**src/rtl/decode_stall_ctrl.sv**
```systemverilog
module decode_stall_ctrl #(
  parameter int W  = 4,
  parameter int CW = 4,
  parameter int DW = 2
) (
  input  logic            clk,
  input  logic            rst_n,
  input  logic            flush,
  input  logic            static_mode,
  input  logic [W-1:0]    in_valid,
  input  logic [W*DW-1:0] in_dst,
  input  logic [W-1:0]    in_br,
  input  logic [W-1:0]    in_taken,
  input  logic [W-1:0]    in_delayed,
  input  logic [W-1:0]    in_annul,
  input  logic [W-1:0]    in_unpred,
  input  logic [W-1:0]    in_mem,
  input  logic [CW-1:0]   free_regs,
  input  logic [CW-1:0]   free_al,
  input  logic [CW-1:0]   free_shadow,
  input  logic [CW-1:0]   free_memq,
  output logic [W-1:0]    slot_taken,
  output logic [W-1:0]    slot_dispatch,
  output logic [W-1:0]    slot_ovf,
  output logic            retry_go,
  output logic            retry_ovf,
  output logic            buf_valid,
  output logic            stop,
  output logic [CW-1:0]   regs_used,
  output logic [CW-1:0]   al_used,
  output logic [CW-1:0]   shadow_used,
  output logic [CW-1:0]   memq_used
);

  logic          buf_q, hold_q, pend_sh_q, pend_hold_q;
  logic [DW-1:0] buf_dst_q;
  logic          buf_mem_q, buf_sh_q;

  logic          park, park_mem, park_sh;
  logic [DW-1:0] park_dst;
  logic          hold_n, sh_n, hd_n;
  logic [CW-1:0] r_reg, r_al, r_sh, r_mq;

  always_comb begin
    logic          go, ok, full, br_p, br_u;
    logic [DW-1:0] d;
    r_reg = free_regs;
    r_al  = free_al;
    r_sh  = free_shadow;
    r_mq  = free_memq;
    slot_taken    = '0;
    slot_dispatch = '0;
    slot_ovf      = '0;
    retry_go  = 1'b0;
    retry_ovf = 1'b0;
    park      = 1'b0;
    park_dst  = '0;
    park_mem  = 1'b0;
    park_sh   = 1'b0;
    hold_n    = hold_q;
    sh_n      = pend_sh_q;
    hd_n      = pend_hold_q;
    go        = !flush && !hold_q;
    ok        = 1'b0;
    full      = 1'b0;
    br_p      = 1'b0;
    br_u      = 1'b0;
    d         = '0;

    if (!flush && buf_q) begin
      full = buf_mem_q && (r_mq == '0);
      ok   = (CW'(buf_dst_q) <= r_reg) && (r_al != '0) &&
             (!buf_sh_q || r_sh != '0) && !(full && static_mode);
      if (ok) begin
        retry_go  = 1'b1;
        retry_ovf = full;
        r_reg = r_reg - CW'(buf_dst_q);
        r_al  = r_al - CW'(1);
        if (buf_sh_q) r_sh = r_sh - CW'(1);
        if (buf_mem_q && !full) r_mq = r_mq - CW'(1);
      end else begin
        go = 1'b0;
      end
    end

    for (int i = 0; i < W; i++) begin
      if (go && in_valid[i]) begin
        d    = in_dst[i*DW +: DW];
        slot_taken[i] = 1'b1;
        full = in_mem[i] && (r_mq == '0);
        ok   = (CW'(d) <= r_reg) && (r_al != '0) &&
               (!sh_n || r_sh != '0) && !(full && static_mode);
        if (ok) begin
          slot_dispatch[i] = 1'b1;
          slot_ovf[i]      = full;
          r_reg = r_reg - CW'(d);
          r_al  = r_al - CW'(1);
          if (sh_n) r_sh = r_sh - CW'(1);
          if (in_mem[i] && !full) r_mq = r_mq - CW'(1);
        end else begin
          park     = 1'b1;
          park_dst = d;
          park_mem = in_mem[i];
          park_sh  = sh_n;
          go       = 1'b0;
        end
        if (hd_n) begin
          hold_n = 1'b1;
          go     = 1'b0;
        end
        br_p = in_br[i] && !in_unpred[i];
        br_u = in_br[i] && in_unpred[i];
        sh_n = br_p && in_delayed[i];
        hd_n = br_u && in_delayed[i] && !in_annul[i];
        if (br_u && (in_annul[i] || !in_delayed[i])) begin
          hold_n = 1'b1;
          go     = 1'b0;
        end
        if (br_p && in_taken[i]) go = 1'b0;
      end else begin
        go = 1'b0;
      end
    end
  end

  assign regs_used   = free_regs - r_reg;
  assign al_used     = free_al - r_al;
  assign shadow_used = free_shadow - r_sh;
  assign memq_used   = free_memq - r_mq;
  assign buf_valid   = buf_q;
  assign stop        = buf_q | hold_q;

  always_ff @(posedge clk or negedge rst_n) begin
    if (!rst_n) begin
      buf_q       <= 1'b0;
      buf_dst_q   <= '0;
      buf_mem_q   <= 1'b0;
      buf_sh_q    <= 1'b0;
      hold_q      <= 1'b0;
      pend_sh_q   <= 1'b0;
      pend_hold_q <= 1'b0;
    end else if (flush) begin
      buf_q       <= 1'b0;
      hold_q      <= 1'b0;
      pend_sh_q   <= 1'b0;
      pend_hold_q <= 1'b0;
    end else begin
      if (park) begin
        buf_q     <= 1'b1;
        buf_dst_q <= park_dst;
        buf_mem_q <= park_mem;
        buf_sh_q  <= park_sh;
      end else if (retry_go) begin
        buf_q <= 1'b0;
      end
      hold_q      <= hold_n;
      pend_sh_q   <= sh_n;
      pend_hold_q <= hd_n;
    end
  end

endmodule

```
**config.mk**
```make
export PLATFORM = sky130hd
export DESIGN_NAME = decode_stall_ctrl
export DESIGN_NICKNAME = d
export VERILOG_FILES = /design/src/rtl/decode_stall_ctrl.sv
export SDC_FILE = /design/constraint.sdc
export NUM_CORES = 1
export LEC_CHECK = 0
export BUFFER_PORTS_ARGS = -buffer_cell sky130_fd_sc_hd__buf_2
export CELL_PAD_IN_SITES_DETAIL_PLACEMENT = 0
export CELL_PAD_IN_SITES_GLOBAL_PLACEMENT = 1
export CORE_MARGIN = 5
export CORE_UTILIZATION = 47
export CTS_BUF_LIST = sky130_fd_sc_hd__clkbuf_8
export DETAILED_ROUTE_END_ITERATION = 12
export PLACE_DENSITY_LB_ADDON = 0.1
export SETUP_SLACK_MARGIN = 0.15
export SLEW_MARGIN = 20
export SYNTH_ARGS = -nofsm -noshare
export SYNTH_HDL_FRONTEND = slang
export SYNTH_SLANG_ARGS = --single-unit
```
**constraint.sdc**
```tcl
create_clock -name clk -period 47.4 [get_ports clk]
set_clock_uncertainty 0.15 [all_clocks]
set_input_delay 9.48 -clock clk [delete_from_list [all_inputs] [get_ports clk]]
set_output_delay 9.48 -clock clk [all_outputs]
set_load 0.005 [all_outputs]
```
==> impl_metrics.json, run 1 <==
{
  "status": "completed",
  "pin_count": 88,
  "power_density_nw_per_um2": 16.74,
  "max_freq_mhz": 29.73,
  "clock_latency_ps": 220,
  "grt_pass1_wl_um": 27370,
  "vias": 5520,
  "slew_headroom_pct": 46.10,
  "wirelength_um": 17230,
  "synth_top_family_by_area": "simple AND/OR/NAND/NOR gates",
  "synth_seq_cells": 8,
  "tightest_slew_ps": 801.1,
  "place_congestion": 0.9423,
  "drv_cap": 0,
  "clk_pin_slew_ps": 40,
  "grt_max_degree": 15,
  "num_antenna_cells": 0,
  "finalSetupViolCount": 0,
  "cp.required_ps": 37770,
  "synth_compound_area_share_pct": 25.74,
  "ir_drop_uv": 8.417,
  "slew_viol_final": 0,
  "synthMuxAreaShare_pct": 6.936,
  "crit_path_start_kind": "primary input",
  "dpl.hpwl_um": 14710,
  "ys_seq_area_share_pct": 3.963,
  "synth_area_leaders": "ha_1, xnor2_1, nand2_1, inv_1, dfrtp_1",
  "drt_iter0_drc": 453,
  "synth-xor-area-share_pct": 11.22,
  "grt_pass1_vias": 5350,
  "cpMaxStageDelayCell": "a2111oi_4",
  "vias_per_cell": 6.244,
  "syn-cell-area_um2": 5051,
  "slowest_delay_ps": 650,
  "gr-usage-all-layers_pct": 26.05,
  "die_area_um2": 12920,
  "ys_types": 94,
  "yosys_warnings": 0,
  "initial_utilization_pct": 48.49,
  "cp.arrival_ps": 24010,
  "synthAdderAreaFrac_pct": 14.71,
  "clockRootBuffer": "clkbuf_8",
  "syn2layout_area_growth_pct": 11.00,
  "synth-edff-count": 0,
  "portBuffers": 86,
  "cp.buffers_inverters": 11,
  "wl_per_cell_um": 19.49,
  "hold_viol_final": 0,
  "max-clock-path-buffers": 2,
  "placed_area_um2": 5565,
  "cellLeakagePower_nw": 2.337,
  "cts_tree": "done",
  "crit_family": "compound AO/OA/AOI/OAI gates",
  "synth_ff_type": "dfrtp_1",
  "htree_levels": 1,
  "numCtsBuffers": 3,
  "yosys.area.top_type": "ha_1",
  "rsz0062_at_grt": "no",
  "synth-simple-area-share_pct": 30.47,
  "postSynthAreaPerCell_um2": 7.494,
  "netlist_instances": 674,
  "coreArea_um2": 10420,
  "placementRows": 37,
  "fin_crit_sh_pct": 70.96,
  "ys_async_sr_fraction_pct": 100.0,
  "overflow": 0,
  "syn_nets": 784,
  "critical_path_class": "in -> out",
  "dieHeight_um": 113.7,
  "first_pass_iters": 5,
  "cts_setup_buffers": 0,
  "finalSetupTns_ps": 0,
  "detail-route-antenna-nets": 0,
  "drive_gt1_share_pct": 20.59,
  "grt_antenna_before_repair": 0,
  "hold_path.class": "reg -> reg",
  "ctsHoldBuffers": 0,
  "period_needed_ps": 33640,
  "cp_max_fo": 14,
  "fin_area_um2": 5607,
  "layout.nets": 860,
  "clock_sinks": 8,
  "cts_resized": 0,
  "die_w_um": 113.7,
  "worst_setup_path_end_kind": "output pin",
  "worst_path_most_repeated_cell": "inv_1",
  "route.detailed.drc": 0,
  "yosys.area.top_type_share_pct": 11.15
}
==> cells in the mapped netlist (all sizes together), types with 10 or more instances <==
master and n:
buf 11, inv 63, nor2 46, ha 45
xnor2 51, mux2i 17, nand4 10, o21ai 28
a21oi 33, nor3 19, a211oi 10, mux2 16
and3 12, nor4 23, nand3 23, xor2 11
nand2 62
==> layout by cell type, fill, tap and decap left out, types with 4 or more instances in the layout <==
cell / count
nand2b_1: 8
nand2_1: 62
mux2_1: 4
xnor2_1: 51
a2111oi_0: 4
a211oi_1: 7
and2_1: 6
a31o_2: 5
mux2i_1: 17
a21oi_1: 33
o21ai_0: 24
or2_2: 7
buf_2: 86
o211ai_1: 7
dfrtp_1: 8
or4_1: 4
xor2_1: 11
nand3b_1: 4
fa_1: 9
nor3_1: 17
o31a_1: 7
nand4_1: 10
nor4_1: 19
nor2b_1: 8
and4_1: 6
and3_1: 12
ha_1: 45
inv_1: 61
mux2_2: 12
a21o_1: 6
a31oi_1: 7
nand4b_1: 4
a21boi_0: 5
nor2_1: 45
or3_1: 7
nand3_1: 22
o31ai_1: 8
==> tightest hold or removal path, delay by kind of cell, from the launching register on <==
family	cells	cell delay [ps]
flip-flops	1	430
AO/OA/AOI/OAI	1	80
AND/OR/NAND/NOR	1	90
==> logic make-up after synthesis <==
logic type	Yosys count
xor+xnor	63
compound gates	165
mux	33
flops	8
fa+ha+maj	54
simple gates	269
buf+inv	82
==> final cells by class <==
type / instances / area (um^2)
multi-input cells: 584 / 4499
fillers: 1055 / 4810
flip-flops and latches: 8 / 200.2
inverters: 64 / 242.7
repair buffers: 89 / 452.9
well taps: 136 / 170.2
clock buffers: 3 / 41.29
==> worst paths after layout <==
kind | slack, ps | start | to | cells past startpoint
max | 13760 | free_regs[0] | memq_used[3] | 54
min | 500 | buf_dst_q[0] | buf_dst_q[0] | 2
max reg2reg | 33940 | buf_dst_q[0] | buf_mem_q | 44
min reg2reg | 500 | buf_dst_q[0] | buf_dst_q[0] | 2
max in group asynchronous | 38000 | rst_n | pend_sh_q | 1
min in group asynchronous | 8940 | rst_n | pend_hold_q | 1
==> per-stage QoR <==
step / hold WS [ps] / total power, mW / cells / setup slack [ps] / utilization [%]
after floorplan: 377.1 / 0.06266 / 674 / 16860 / -
after global placement: 470.2 / 0.08369 / 881 / 14130 / 53.43
after detailed placement: 491.7 / 0.08533 / 881 / 13960 / 53.43
after CTS: 497.2 / 0.09371 / 884 / 13890 / 53.83
after global routing: 521.7 / 0.1030 / 884 / 12910 / 53.83
final: 500.3 / 0.09387 / 884 / 13760 / 53.83
==> state kept, by name, summed over array words and instances (netlist names) <==
signal       count
buf_valid        1
pend_hold_q      1
pend_sh_q        1
hold_q           1
buf_sh_q         1
buf_mem_q        1
buf_dst_q        2
==> routing by layer <==
metal	track usage (%)	part of all wire [%]	vias up
met5	0	0	-
met2	44.60	48	187
met3	2.228	5.8	29
li1	-	-	2679
met4	9.455	3.8	0
met1	34.05	43	2625
==> power by group <==
part           total [mW]  internal [mW]  switching [mW]
registers          0.0110        0.00839         0.00262
logic              0.0751         0.0305          0.0446
clock network     0.00778        0.00547         0.00231
total              0.0939         0.0443          0.0496
Note: power is estimated with default switching activity, not from simulation.
==> run 2: changes to the inputs <==
ABC_AREA = 1   (was default)
CORE_UTILIZATION = 40   (was 47)
clock period = 34.5 ns   (was 47.4 ns; I/O delays follow)
==> impl_metrics.json, run 2 <==
{
  "status": "completed",
  "worst_path_most_repeated_cell": "nand2_1",
  "yosys.area.top_type_share_pct": 18.61,
  "first_pass_iters": 5,
  "vias": 5330,
  "coreArea_um2": 11520,
  "die_area_um2": 14130,
  "ys_types": 50,
  "yosys_warnings": 0,
  "clk_pin_slew_ps": 40,
  "fin_crit_sh_pct": 72.45,
  "place_congestion": 0.8687,
  "synth_area_leaders": "nand2_1, inv_1, ha_1, nand3_1, nor2_1",
  "r2r-start": "buf_dst_q[0]",
  "syn_nets": 940,
  "placed_area_um2": 5271,
  "r2r_end": "buf_mem_q",
  "synth-edff-count": 0,
  "route.detailed.drc": 0,
  "gr-usage-all-layers_pct": 21.67,
  "worst_setup_path_end_kind": "output pin",
  "postSynthAreaPerCell_um2": 5.710,
  "placementRows": 39,
  "ys_seq_area_share_pct": 4.224,
  "cellLeakagePower_nw": 3.088,
  "crit_family": "simple AND/OR/NAND/NOR gates",
  "drive_gt1_share_pct": 19.36,
  "clockRootBuffer": "clkbuf_8",
  "finalSetupViolCount": 0,
  "die_w_um": 118.9,
  "hold_path.class": "reg -> reg",
  "yosys.area.top_type": "nand2_1",
  "wl_per_cell_um": 14.74,
  "slew_headroom_pct": 61.10,
  "reg2reg_depth": 56,
  "r2r_slack_ps": 24560,
  "cp.required_ps": 27450,
  "holdPathEnd": "buf_dst_q[0]",
  "portBuffers": 86,
  "numCtsBuffers": 3,
  "rsz0062_at_grt": "no",
  "ys_async_sr_fraction_pct": 100.0,
  "pin_count": 88,
  "layout.nets": 1021,
  "overflow": 0,
  "cts_resized": 0,
  "cts_tree": "done",
  "synth_ff_type": "dfrtp_1",
  "cp.arrival_ps": 17940,
  "ir_drop_uv": 21.74,
  "htree_levels": 1,
  "drv_cap": 0,
  "clock_latency_ps": 230,
  "cts_setup_buffers": 0,
  "clock_sinks": 8,
  "grt_antenna_before_repair": 0,
  "max_freq_mhz": 40.01,
  "ctsHoldBuffers": 0,
  "dpl.hpwl_um": 13530,
  "syn-cell-area_um2": 4740,
  "synth_seq_cells": 8,
  "grt_max_degree": 25,
  "grt_pass1_vias": 5075,
  "slew_viol_final": 0,
  "netlist_instances": 830,
  "max-clock-path-buffers": 2,
  "grt_pass1_wl_um": 25090,
  "cpMaxStageDelayCell": "fa_1",
  "n_fill_cell": 1280,
  "initial_utilization_pct": 41.16,
  "slowest_delay_ps": 440,
  "cp_max_fo": 13,
  "synth_most_common_cell": "nand2_1",
  "period_needed_ps": 24990,
  "largest_register_ffs": 2,
  "hold_viol_final": 0,
  "ys_top_cells_by_count": "nand2_1, inv_1, nand3_1",
  "final_common_cell": "nand2_1",
  "critical_path_class": "in -> out",
  "largest_register": "buf_dst_q",
  "hold_depth": 2,
  "drt_iter0_drc": 348,
  "syn2layout_area_growth_pct": 12.14,
  "tightest_slew_ps": 582.0,
  "vias_per_cell": 5.062,
  "final_cell_mix": "nand2_1, inv_1, buf_2, nand3_1, nor2_1",
  "detail-route-antenna-nets": 0,
  "worst_hold_startpoint": "buf_dst_q[0]",
  "wirelength_um": 15520,
  "finalSetupTns_ps": 0,
  "dieHeight_um": 118.9,
  "cp.buffers_inverters": 13,
  "fin_area_um2": 5315,
  "power_density_nw_per_um2": 22.43,
  "crit_path_start_kind": "primary input"
}
[run 2: tightest hold or removal path, delay by kind of cell, from the launching register on]
| kind | cells | cell delay, ps |
|---|---|---|
| and+or+nand+nor | 2 | 130 |
| DFF | 1 | 340 |
[run 2: cell type report]
type,count,area [um^2],share of cell area (%)
antenna,1,2.502,0.04708
clock buffer,3,41.29,0.7768
inverter,171,643.1,12.10
multi-input combinational,639,3804,71.56
sequential,8,200.2,3.766
tap,143,178.9,3.366
timing repair buffer,88,445.4,8.380
[run 2: worst max-delay path by stage]
stage	from	to	slack, ps	cells after the start
global placement	free_regs[0]	memq_used[3]	9640	67
CTS	free_regs[0]	memq_used[3]	9450	67
detailed placement	free_regs[0]	memq_used[3]	9480	67
floorplan	free_regs[0]	regs_used[3]	12040	67
global route	free_regs[0]	memq_used[3]	8440	67
finish	free_regs[0]	memq_used[3]	9510	67
[run 2: kinds of logic after synthesis]
kind of cell | count (synthesis) | share of synthesized area (%)
adders and majority gates | 54 | 15.68
and+or+nand+nor | 480 | 50.21
buffers and inverters | 183 | 15.52
DFF | 8 | 4.224
xor gates and xnor gates | 21 | 4.039
AOI/OAI and AO/OA | 84 | 10.32
[run 2: per-stage QoR]
step           setup WS (ps)  std cells  hold WS [ps]  utilization [%]  power, mW
6_report                9506       1053         365.3            46.15     0.1192
5_1_grt                 8444       1052         409.9            46.13     0.1338
4_1_cts                 9450       1052         369.8            46.13     0.1199
3_5_place_dp            9483       1049         361.2            45.77     0.1083
3_3_place_gp            9643       1049         353.4            45.77     0.1060
2_1_floorplan          12040        830         328.7                -    0.08025
[run 2: report_power, final]
part | internal, mW | switching (mW)
combinational | 0.0334 | 0.0602
clock | 0.00755 | 0.00361
sequential | 0.0117 | 0.00271
[run 2: metal layers]
layer | track usage (%) | share of wire (%)
met1 | 29.28 | 46
met2 | 37.94 | 47
met3 | 1.943 | 5.1
met4 | 4.200 | 1.6
met5 | 0 | 0
